`config.mk`:
```
export PLATFORM = sky130hd
export DESIGN_NAME = edge_smoother
export DESIGN_NICKNAME = d
export VERILOG_FILES = /design/src/rtl/edge_smooth_pkg.sv /design/src/rtl/edge_resp.sv /design/src/rtl/resp_limit.sv /design/src/rtl/edge_apply.sv /design/src/rtl/edge_smoother.sv
export SDC_FILE = /design/constraint.sdc
export NUM_CORES = 1
export LEC_CHECK = 0
export CAP_MARGIN = 25
export CORE_ASPECT_RATIO = 0.6
export CORE_MARGIN = 2
export CORE_UTILIZATION = 50
export DETAILED_ROUTE_END_ITERATION = 8
export PLACE_DENSITY = 0.73
export REMOVE_ABC_BUFFERS = 1
export SLEW_MARGIN = 20
export SYNTH_ARGS = -nofsm -noshare
export SYNTH_HDL_FRONTEND = slang
export SYNTH_SLANG_ARGS = --single-unit
```
`constraint.sdc`:
```
create_clock -name clk -period 8.6 [get_ports clk]
set_clock_uncertainty 0.2 [all_clocks]
set_input_delay 1.72 -clock clk [delete_from_list [all_inputs] [get_ports clk]]
set_output_delay 1.72 -clock clk [all_outputs]
set_load 0.02 [all_outputs]
```
`src/rtl/edge_smooth_pkg.sv`:
```
`timescale 1ns/1ps
package edge_smooth_pkg;
  // default widths shared by the stages
  localparam int unsigned PIX_W_DEF = 8;
  localparam int unsigned LIM_W_DEF = 7;
  localparam int unsigned POS_W_DEF = 3;
  // pixels per quad across the edge
  localparam int unsigned LANES     = 4;
  // lane roles inside a quad
  localparam int unsigned LANE_OUT_A = 0;
  localparam int unsigned LANE_IN_B  = 1;
  localparam int unsigned LANE_IN_C  = 2;
  localparam int unsigned LANE_OUT_D = 3;
endpackage

```
`src/rtl/edge_resp.sv`:
```
`timescale 1ns/1ps
// Stage 1: unpack quad, compute raw signed response, register it.
module edge_resp
  import edge_smooth_pkg::*;
#(
  parameter int unsigned PIX_W = PIX_W_DEF,
  parameter int unsigned POS_W = POS_W_DEF
)(
  input  logic                    clk,
  input  logic                    rst,
  input  logic                    in_valid,
  input  logic [POS_W-1:0]        in_pos,
  input  logic [LANES*PIX_W-1:0]  in_quad,
  output logic                    s1_valid,
  output logic [POS_W-1:0]        s1_pos,
  output logic [PIX_W-1:0]        s1_near,
  output logic [PIX_W-1:0]        s1_far,
  output logic signed [PIX_W:0]   s1_resp
);
  localparam int unsigned RESP_W = PIX_W + 1;
  localparam int unsigned SUM_W  = PIX_W + 4;

  logic [PIX_W-1:0] lane [LANES];

  for (genvar g = 0; g < LANES; g++) begin : g_unpack
    assign lane[g] = in_quad[g*PIX_W +: PIX_W];
  end

  logic signed [SUM_W-1:0] outer_d, inner_d, total;
  logic signed [RESP_W-1:0] resp_d;

  always_comb begin
    outer_d = $signed({4'b0000, lane[LANE_OUT_A]}) - $signed({4'b0000, lane[LANE_OUT_D]});
    inner_d = $signed({4'b0000, lane[LANE_IN_C]})  - $signed({4'b0000, lane[LANE_IN_B]});
    total   = outer_d + inner_d + (inner_d <<< 1) + SUM_W'(4);
    resp_d  = RESP_W'(total >>> 3);
  end

  always_ff @(posedge clk) begin
    if (rst) s1_valid <= 1'b0;
    else     s1_valid <= in_valid;
  end

  always_ff @(posedge clk) begin
    if (in_valid) begin
      s1_pos  <= in_pos;
      s1_near <= lane[LANE_IN_B];
      s1_far  <= lane[LANE_IN_C];
      s1_resp <= resp_d;
    end
  end
endmodule

```
`src/rtl/resp_limit.sv`:
```
`timescale 1ns/1ps
// Combinational ramp limiter: sign(R) * min(|R|, max(2L-|R|, 0)).
module resp_limit
  import edge_smooth_pkg::*;
#(
  parameter int unsigned PIX_W = PIX_W_DEF
)(
  input  logic signed [PIX_W:0] resp,
  input  logic [PIX_W-1:0]      dbl_lim,
  output logic signed [PIX_W:0] lim
);
  localparam int unsigned RESP_W = PIX_W + 1;

  logic              neg;
  logic [RESP_W-1:0] mag, ceiling, room, kept;

  always_comb begin
    neg     = resp[RESP_W-1];
    mag     = neg ? RESP_W'(-resp) : RESP_W'(resp);
    ceiling = {1'b0, dbl_lim};
    room    = (ceiling > mag) ? (ceiling - mag) : '0;
    kept    = (mag < room) ? mag : room;
    lim     = neg ? -$signed(kept) : $signed(kept);
  end
endmodule

```
`src/rtl/edge_apply.sv`:
```
`timescale 1ns/1ps
// Stage 2: limit the response, apply to inner pixels, clamp, register.
module edge_apply
  import edge_smooth_pkg::*;
#(
  parameter int unsigned PIX_W = PIX_W_DEF,
  parameter int unsigned POS_W = POS_W_DEF
)(
  input  logic                  clk,
  input  logic                  rst,
  input  logic                  s1_valid,
  input  logic [POS_W-1:0]      s1_pos,
  input  logic [PIX_W-1:0]      s1_near,
  input  logic [PIX_W-1:0]      s1_far,
  input  logic signed [PIX_W:0] s1_resp,
  input  logic [PIX_W-1:0]      dbl_lim,
  output logic                  out_valid,
  output logic [POS_W-1:0]      out_pos,
  output logic [PIX_W-1:0]      out_near,
  output logic [PIX_W-1:0]      out_far
);
  localparam int unsigned RESP_W = PIX_W + 1;
  localparam int unsigned EXT_W  = PIX_W + 2;

  logic signed [RESP_W-1:0] lim;

  resp_limit #(.PIX_W(PIX_W)) u_limit (
    .resp    (s1_resp),
    .dbl_lim (dbl_lim),
    .lim     (lim)
  );

  logic signed [EXT_W-1:0] lim_x, near_x, far_x;
  logic [PIX_W-1:0]        near_c, far_c;

  always_comb begin
    lim_x  = EXT_W'(lim);
    near_x = $signed({2'b00, s1_near}) + lim_x;
    far_x  = $signed({2'b00, s1_far})  - lim_x;
    if (near_x[EXT_W-1])                near_c = '0;
    else if (|near_x[EXT_W-2:PIX_W])    near_c = '1;
    else                                near_c = near_x[PIX_W-1:0];
    if (far_x[EXT_W-1])                 far_c = '0;
    else if (|far_x[EXT_W-2:PIX_W])     far_c = '1;
    else                                far_c = far_x[PIX_W-1:0];
  end

  always_ff @(posedge clk) begin
    if (rst) out_valid <= 1'b0;
    else     out_valid <= s1_valid;
  end

  always_ff @(posedge clk) begin
    if (s1_valid) begin
      out_pos  <= s1_pos;
      out_near <= near_c;
      out_far  <= far_c;
    end
  end

  // independent magnitudes for the checks below
  logic [RESP_W-1:0] r_mag, l_mag;
  always_comb begin
    r_mag = s1_resp[RESP_W-1] ? RESP_W'(-s1_resp) : RESP_W'(s1_resp);
    l_mag = lim[RESP_W-1]     ? RESP_W'(-lim)     : RESP_W'(lim);
  end


  lim_bound_chk: assert property (@(posedge clk) disable iff (rst)
    s1_valid |-> (l_mag <= r_mag) && ((lim == '0) || (r_mag + l_mag <= {1'b0, dbl_lim})));


  lim_sign_chk: assert property (@(posedge clk) disable iff (rst)
    (s1_valid && lim != '0) |-> (lim[RESP_W-1] == s1_resp[RESP_W-1]));


  strong_pass_chk: assert property (@(posedge clk) disable iff (rst)
    (s1_valid && r_mag >= RESP_W'(dbl_lim)) |-> (lim == '0));


  zero_ident_chk: assert property (@(posedge clk) disable iff (rst)
    (s1_valid && dbl_lim == '0) |=> (out_near == $past(s1_near)) && (out_far == $past(s1_far)));
endmodule

```
`src/rtl/edge_smoother.sv`:
```
`timescale 1ns/1ps
// Top: strength register plus two-stage edge smoothing pipeline.
module edge_smoother
  import edge_smooth_pkg::*;
#(
  parameter int unsigned PIX_W = PIX_W_DEF,
  parameter int unsigned LIM_W = LIM_W_DEF,
  parameter int unsigned POS_W = POS_W_DEF
)(
  input  logic                   clk,
  input  logic                   rst,
  input  logic                   cfg_we,
  input  logic [LIM_W-1:0]       cfg_limit,
  input  logic                   in_valid,
  input  logic [POS_W-1:0]       in_pos,
  input  logic [LANES*PIX_W-1:0] in_quad,
  output logic                   out_valid,
  output logic [POS_W-1:0]       out_pos,
  output logic [PIX_W-1:0]       out_near,
  output logic [PIX_W-1:0]       out_far
);
  localparam int unsigned RESP_W = PIX_W + 1;

  // doubled strength, kept across reset
  logic [PIX_W-1:0] dbl_lim;
  always_ff @(posedge clk) begin
    if (cfg_we) dbl_lim <= PIX_W'({cfg_limit, 1'b0});
  end

  logic                     s1_valid;
  logic [POS_W-1:0]         s1_pos;
  logic [PIX_W-1:0]         s1_near, s1_far;
  logic signed [RESP_W-1:0] s1_resp;

  edge_resp #(.PIX_W(PIX_W), .POS_W(POS_W)) u_resp (
    .clk      (clk),
    .rst      (rst),
    .in_valid (in_valid),
    .in_pos   (in_pos),
    .in_quad  (in_quad),
    .s1_valid (s1_valid),
    .s1_pos   (s1_pos),
    .s1_near  (s1_near),
    .s1_far   (s1_far),
    .s1_resp  (s1_resp)
  );

  edge_apply #(.PIX_W(PIX_W), .POS_W(POS_W)) u_apply (
    .clk       (clk),
    .rst       (rst),
    .s1_valid  (s1_valid),
    .s1_pos    (s1_pos),
    .s1_near   (s1_near),
    .s1_far    (s1_far),
    .s1_resp   (s1_resp),
    .dbl_lim   (dbl_lim),
    .out_valid (out_valid),
    .out_pos   (out_pos),
    .out_near  (out_near),
    .out_far   (out_far)
  );


  latency_chk: assert property (@(posedge clk) disable iff (rst)
    out_valid |-> $past(in_valid, 2));


  pos_align_chk: assert property (@(posedge clk) disable iff (rst)
    out_valid |-> (out_pos == $past(in_pos, 2)));


  rst_flush_chk: assert property (@(posedge clk)
    rst |=> !out_valid);


  lim_hold_chk: assert property (@(posedge clk)
    !cfg_we |=> $stable(dbl_lim));
endmodule

```
# == Word level (Yosys, flattened, before mapping) ==
# Index checks and enable logic that the tools add are counted.
# word_totals
out_inout_bits,20
regBits,56
# classes
addsub,10
magnitude_cmp,2
n_mux,6
# ops
cell,count
9-bit two-way mux,4
12-bit adder,2
9-bit negator,2
8-bit by 8-bit subtractor with 9-bit output,2
8-bit two-way mux,2
12-bit by 4-bit adder with 12-bit output (second input constant),1
9-bit by 9-bit adder with 10-bit output,1
9-bit by 9-bit subtractor with 10-bit output,1
8-bit by 9-bit > comparator with 1-bit output,1
9-bit less-than comparator,1
8-bit by 9-bit subtractor with 9-bit output,1

# == Longest topological paths before layout ==
# depth
ltp_word,10
ltp_mapped,39
mapped_depth_nobuf,36

# == Cells and area by module ==
# From an unflattened synthesis, not the netlist that was laid out.
# hier_totals
hier_cells,551
hier_area_um2,5410.2
# by_module_without_submodules
module,area_each_um2,instances,cells_per_inst,seq_area_each_um2
edge_resp,2270.9,1,206,860.8
edge_apply,1540.2,1,150,590.6
resp_limit,1385.1,1,187,0.0
edge_smoother,214.0,1,8,210.2

# == Worst setup path after synthesis ==
# Ideal clock, no wire load.
# synth_path
path_kind,register -> register
startpoint,register u_resp.s1_resp[0]
endpoint,register u_apply.out_far[2] (data pin)
t_required_ns,8.146
stages_incl_launch_ff,39
synth_period_minus_slack_ns,7.825
path_buffers,4
t_arrival_ns,7.370
setup_slack_ns,0.775
cell_sequence,edfxtp_1 inv_1 ha_1 nand2b_1 o21ai_0 xor2_1 ha_1 clkbuf_1 nand2_1 a21oi_1 a311oi_1 or4_4 a211oi_4 clkbuf_1 nand3_1 ha_1 nand3_1 a21oi_1 [... 3 more ...] nand3_1 o21ai_1 inv_2 ha_1 mux2_2 inv_1 ha_1 nor2b_1 o21ai_0 nand2b_1 a21o_1 a21o_1 a21o_1 a21o_1 a21o_1 or3b_1 buf_2 o21a_1
# synth_via
elab_chain_cells,10
# synth_lines
item,line_no,text
"start, declared",edge_resp.sv:18,output logic signed [PIX_W:0] s1_resp
"start signal, assigned",edge_resp.sv:49,s1_resp <= resp_d;
9-bit negator,n/a,
9-bit two-way mux *,resp_limit.sv:19,mag = neg ? RESP_W'(-resp) : RESP_W'(resp);
8-bit by 9-bit subtractor with 9-bit output or 8-bit by 9-bit > comparator with 1-bit output (tied branches),resp_limit.sv:21,room = (ceiling > mag) ? (ceiling - mag) : '0;
9-bit two-way mux,resp_limit.sv:21,
9-bit less-than comparator,resp_limit.sv:22,kept = (mag < room) ? mag : room;
9-bit two-way mux *,resp_limit.sv:22,
9-bit negator,resp_limit.sv:23,lim = neg ? -$signed(kept) : $signed(kept);
9-bit two-way mux *,resp_limit.sv:23,
9-bit by 9-bit subtractor with 10-bit output *,edge_apply.sv:39,"far_x = $signed({2'b00, s1_far}) - lim_x;"
8-bit two-way mux,edge_apply.sv:44,else if (|far_x[EXT_W-2:PIX_W]) far_c = '1;
"end signal, assigned",edge_apply.sv:57,out_far <= far_c;
"end, declared",edge_apply.sv:20,output logic [PIX_W-1:0] out_far
# Mark *: on every way between the ends. The rest lies on a longest branch, timed or not.
# A chain may end at the register's enable or synchronous reset.

# == Final worst setup path ==
# layout_path
startpoint,register u_resp.s1_resp[0]
endpoint,register u_apply.out_far[3] (data pin)
# The elaborated chain is that of the path after synthesis.

==> results_dict.tcl <==
set metrics [dict create \
    status "completed" \
    tightestPinTransition_ns 1.031 \
    cts_tree "yes" \
    postSynthAreaPerCell_um2 10.04 \
    clk_pin_slew_ns 0.08 \
    seq_area_frac_synth_pct 32.64 \
    endpoint_kind "register" \
    timing.final.crit_share_pct 93.62 \
    fp.coreArea_um2 9879 \
    synth_edf_count 54 \
    dr.pass1.iters 5 \
    crit_path_end "u_apply.out_far[3]" \
    drc_errors 0 \
    gp_congestion 0.9323 \
    grt_pass1_vias 3631 \
    die_h_um 82.16 \
    wl_per_cell_um 15.86 \
    row_count 28 \
    ant_nets 0 \
    slew_violations 0 \
    arrival_ns 7.91 \
    timing.final.ws_setup_ns 0.5489 \
    slowest_delay_ns 0.48 \
    layout.nets 709 \
    critPathLaunch "u_resp.s1_resp[0]" \
    first_iter_violations 325 \
    rr_endpoint "u_apply.out_far[3]" \
    ys_ff_latch 56 \
    via_count 3881 \
    numClockSinks 56 \
    drive_gt1_share_pct 6.997 \
    rsz0062_at_grt "no" \
    die_x_um 134.3 \
    layout_common_cells "inv_1, clkdlybuf4s50_1, ha_1" \
    synthArstFlopShare_pct 0 \
    critical_path.max_fanout 10 \
    ctsHoldBuffers 0 \
    rr_worst_depth 36 \
    numCtsBuffers 5 \
    numPortBuffers 65 \
    setup_violations 0 \
    final_common_cell "inv_1" \
    initial_core_util_pct 51.53 \
    max_freq_ghz 0.1242 \
    fillers 804 \
    antenna_found_initial 0 \
    grt.overflow.total 0 \
    fin_tns_setup_ns 0 \
    required_ns 8.45 \
    crit_type "reg2reg" \
    fin_crit_ns 8.051 \
    cp_slowest_cell "or4_4" \
    grt_pass1_wl_mm 18.20 \
    diodes 0 \
    cts.path.max_buffers 2 \
    post-place-ws_ns 0.3219 \
    yosysUniqueCellTypes 64 \
    grt_start_max_net_pins 30 \
    synth_flop_cell "edfxtp_1" \
    ys_warn_count 0 \
    htreeDepth 2 \
    dp_hpwl_mm 9.344 \
    r2r_slack_ns 0.55 \
    ios 66 \
    clock-root-buffer "clkbuf_16" \
    syn_inst 507 \
    start_kind "register" \
    viasPerCell 5.383 \
    die_area_um2 11030 \
    syn_area_um2 5091 \
    cap_violations 0 \
    hold_viol 0 \
    syn_to_final_growth_pct 21.31 \
    relSlewSlack_pct 30.66 \
    hold_class "reg2reg" \
    routed_wl_mm 11.44 \
    grt_use_total_pct 21.30 \
    clk_latency_ns 0.30 \
    r2r-start "u_resp.s1_resp[0]" \
    cp_common_cell "ha_1" \
]
[critical path: cells and delay by family, from the launching register on]
kind | cells | cell delay, ns
AOI/OAI and AO/OA | 16 | 3.04
DFF | 1 | 0.43
buffers and inverters | 5 | 0.76
xor gates and xnor gates | 3 | 0.62
adders and majority gates | 5 | 1.51
and+or+nand+nor | 7 | 1.25
[what timing repair did]
action                                  CTS  global route
setup buffers                             0             7
resized for setup                         0             4
endpoints found under the setup margin    0            16
[kinds of logic (layout without fill, tap and decap cells)]
family	count (synthesis)	count (layout)	synth area share (%)
xor+xnor	49	49	9.880
fa+ha+maj	79	79	21.43
simple gates	115	115	12.12
buf+inv	78	157	5.800
flops	56	56	32.64
mux	9	9	1.819
compound gates	121	121	16.32
[synth_stat cells, types with 2 or more instances]
| cell | count | area, µm² |
|---|---|---|
| nor3_1 | 7 | 35.03 |
| nand2_1 | 24 | 90.09 |
| a21oi_1 | 26 | 130.1 |
| xnor3_1 | 4 | 90.09 |
| a211o_1 | 2 | 17.52 |
| a2bb2oi_1 | 3 | 26.28 |
| a31oi_1 | 4 | 25.02 |
| and2_1 | 5 | 31.28 |
| fa_1 | 14 | 280.3 |
| or3_1 | 2 | 12.51 |
| a21o_1 | 18 | 135.1 |
| o21ai_0 | 19 | 95.09 |
| nand3_1 | 7 | 35.03 |
| a41o_1 | 2 | 20.02 |
| dfxtp_1 | 2 | 40.04 |
| o21a_1 | 13 | 97.59 |
| nand3b_1 | 4 | 30.03 |
| o21ai_1 | 6 | 30.03 |
| mux2i_1 | 7 | 70.07 |
| nand4_1 | 2 | 12.51 |
| o21bai_1 | 7 | 52.55 |
| nand2b_1 | 15 | 93.84 |
| ha_1 | 64 | 800.8 |
| xnor2_1 | 20 | 175.2 |
| nor4_1 | 3 | 18.77 |
| edfxtp_1 | 54 | 1622 |
| a21oi_2 | 2 | 17.52 |
| nor2b_1 | 15 | 93.84 |
| a21boi_0 | 2 | 15.01 |
| nor2_1 | 23 | 86.33 |
| buf_2 | 2 | 10.01 |
| inv_2 | 3 | 11.26 |
| a211oi_1 | 2 | 15.01 |
| xor2_1 | 24 | 210.2 |
| clkbuf_1 | 6 | 22.52 |
| inv_1 | 66 | 247.7 |
[worst min path at each step]
stage	from	endpoint	slack, ns	cells after the start
2_1_floorplan	u_resp.s1_pos[0]	u_apply.out_pos[0]	0.20	0
3_3_place_gp	u_resp.s1_pos[2]	u_apply.out_pos[2]	0.21	0
6_report	u_resp.s1_pos[2]	u_apply.out_pos[2]	0.22	0
5_1_grt	u_resp.s1_pos[2]	u_apply.out_pos[2]	0.24	0
3_5_place_dp	u_resp.s1_pos[1]	u_apply.out_pos[1]	0.20	0
4_1_cts	u_resp.s1_pos[2]	u_apply.out_pos[2]	0.22	0
[sequential cells by signal (all words and copies together) (netlist names)]
register           count
u_resp.s1_resp         9
u_apply.out_far        8
u_apply.out_near       8
u_resp.s1_far          8
u_resp.s1_near         8
dbl_lim                7
u_apply.out_pos        3
u_resp.s1_pos          3
u_apply.out_valid      1
u_resp.s1_valid        1
[metrics by stage]
step,cell area [µm²],util [%],std cells,hold WS (ns)
floorplan,5055,-,498,0.2003
global placement,5934,60.07,706,0.2062
detailed placement,5934,60.07,706,0.2045
CTS,6106,61.80,714,0.2190
global route,6176,62.51,721,0.2361
finish,6176,62.51,721,0.2204
[per-layer routing]
metal  track usage, %  share of wire, %  wire [µm]
met2            33.47                43       4956
met5                0                 0          0
met3            3.358               6.6        754
met1            31.26                49       5610
met4            4.737               1.0        116
[final cells by class]
class	instances	area [µm²]	area share, %
multi-input combinational	373	3152	51.03
clock buffer	5	125.1	2.026
clock inverter	3	46.29	0.7496
sequential	56	1662	26.90
inverter	69	259.0	4.194
tap	135	168.9	2.735
timing repair buffer	80	763.2	12.36
Power is left out: the tool's default activity adds up to more than one toggle a clock period on the data nets, which glitch-free logic cannot reach.
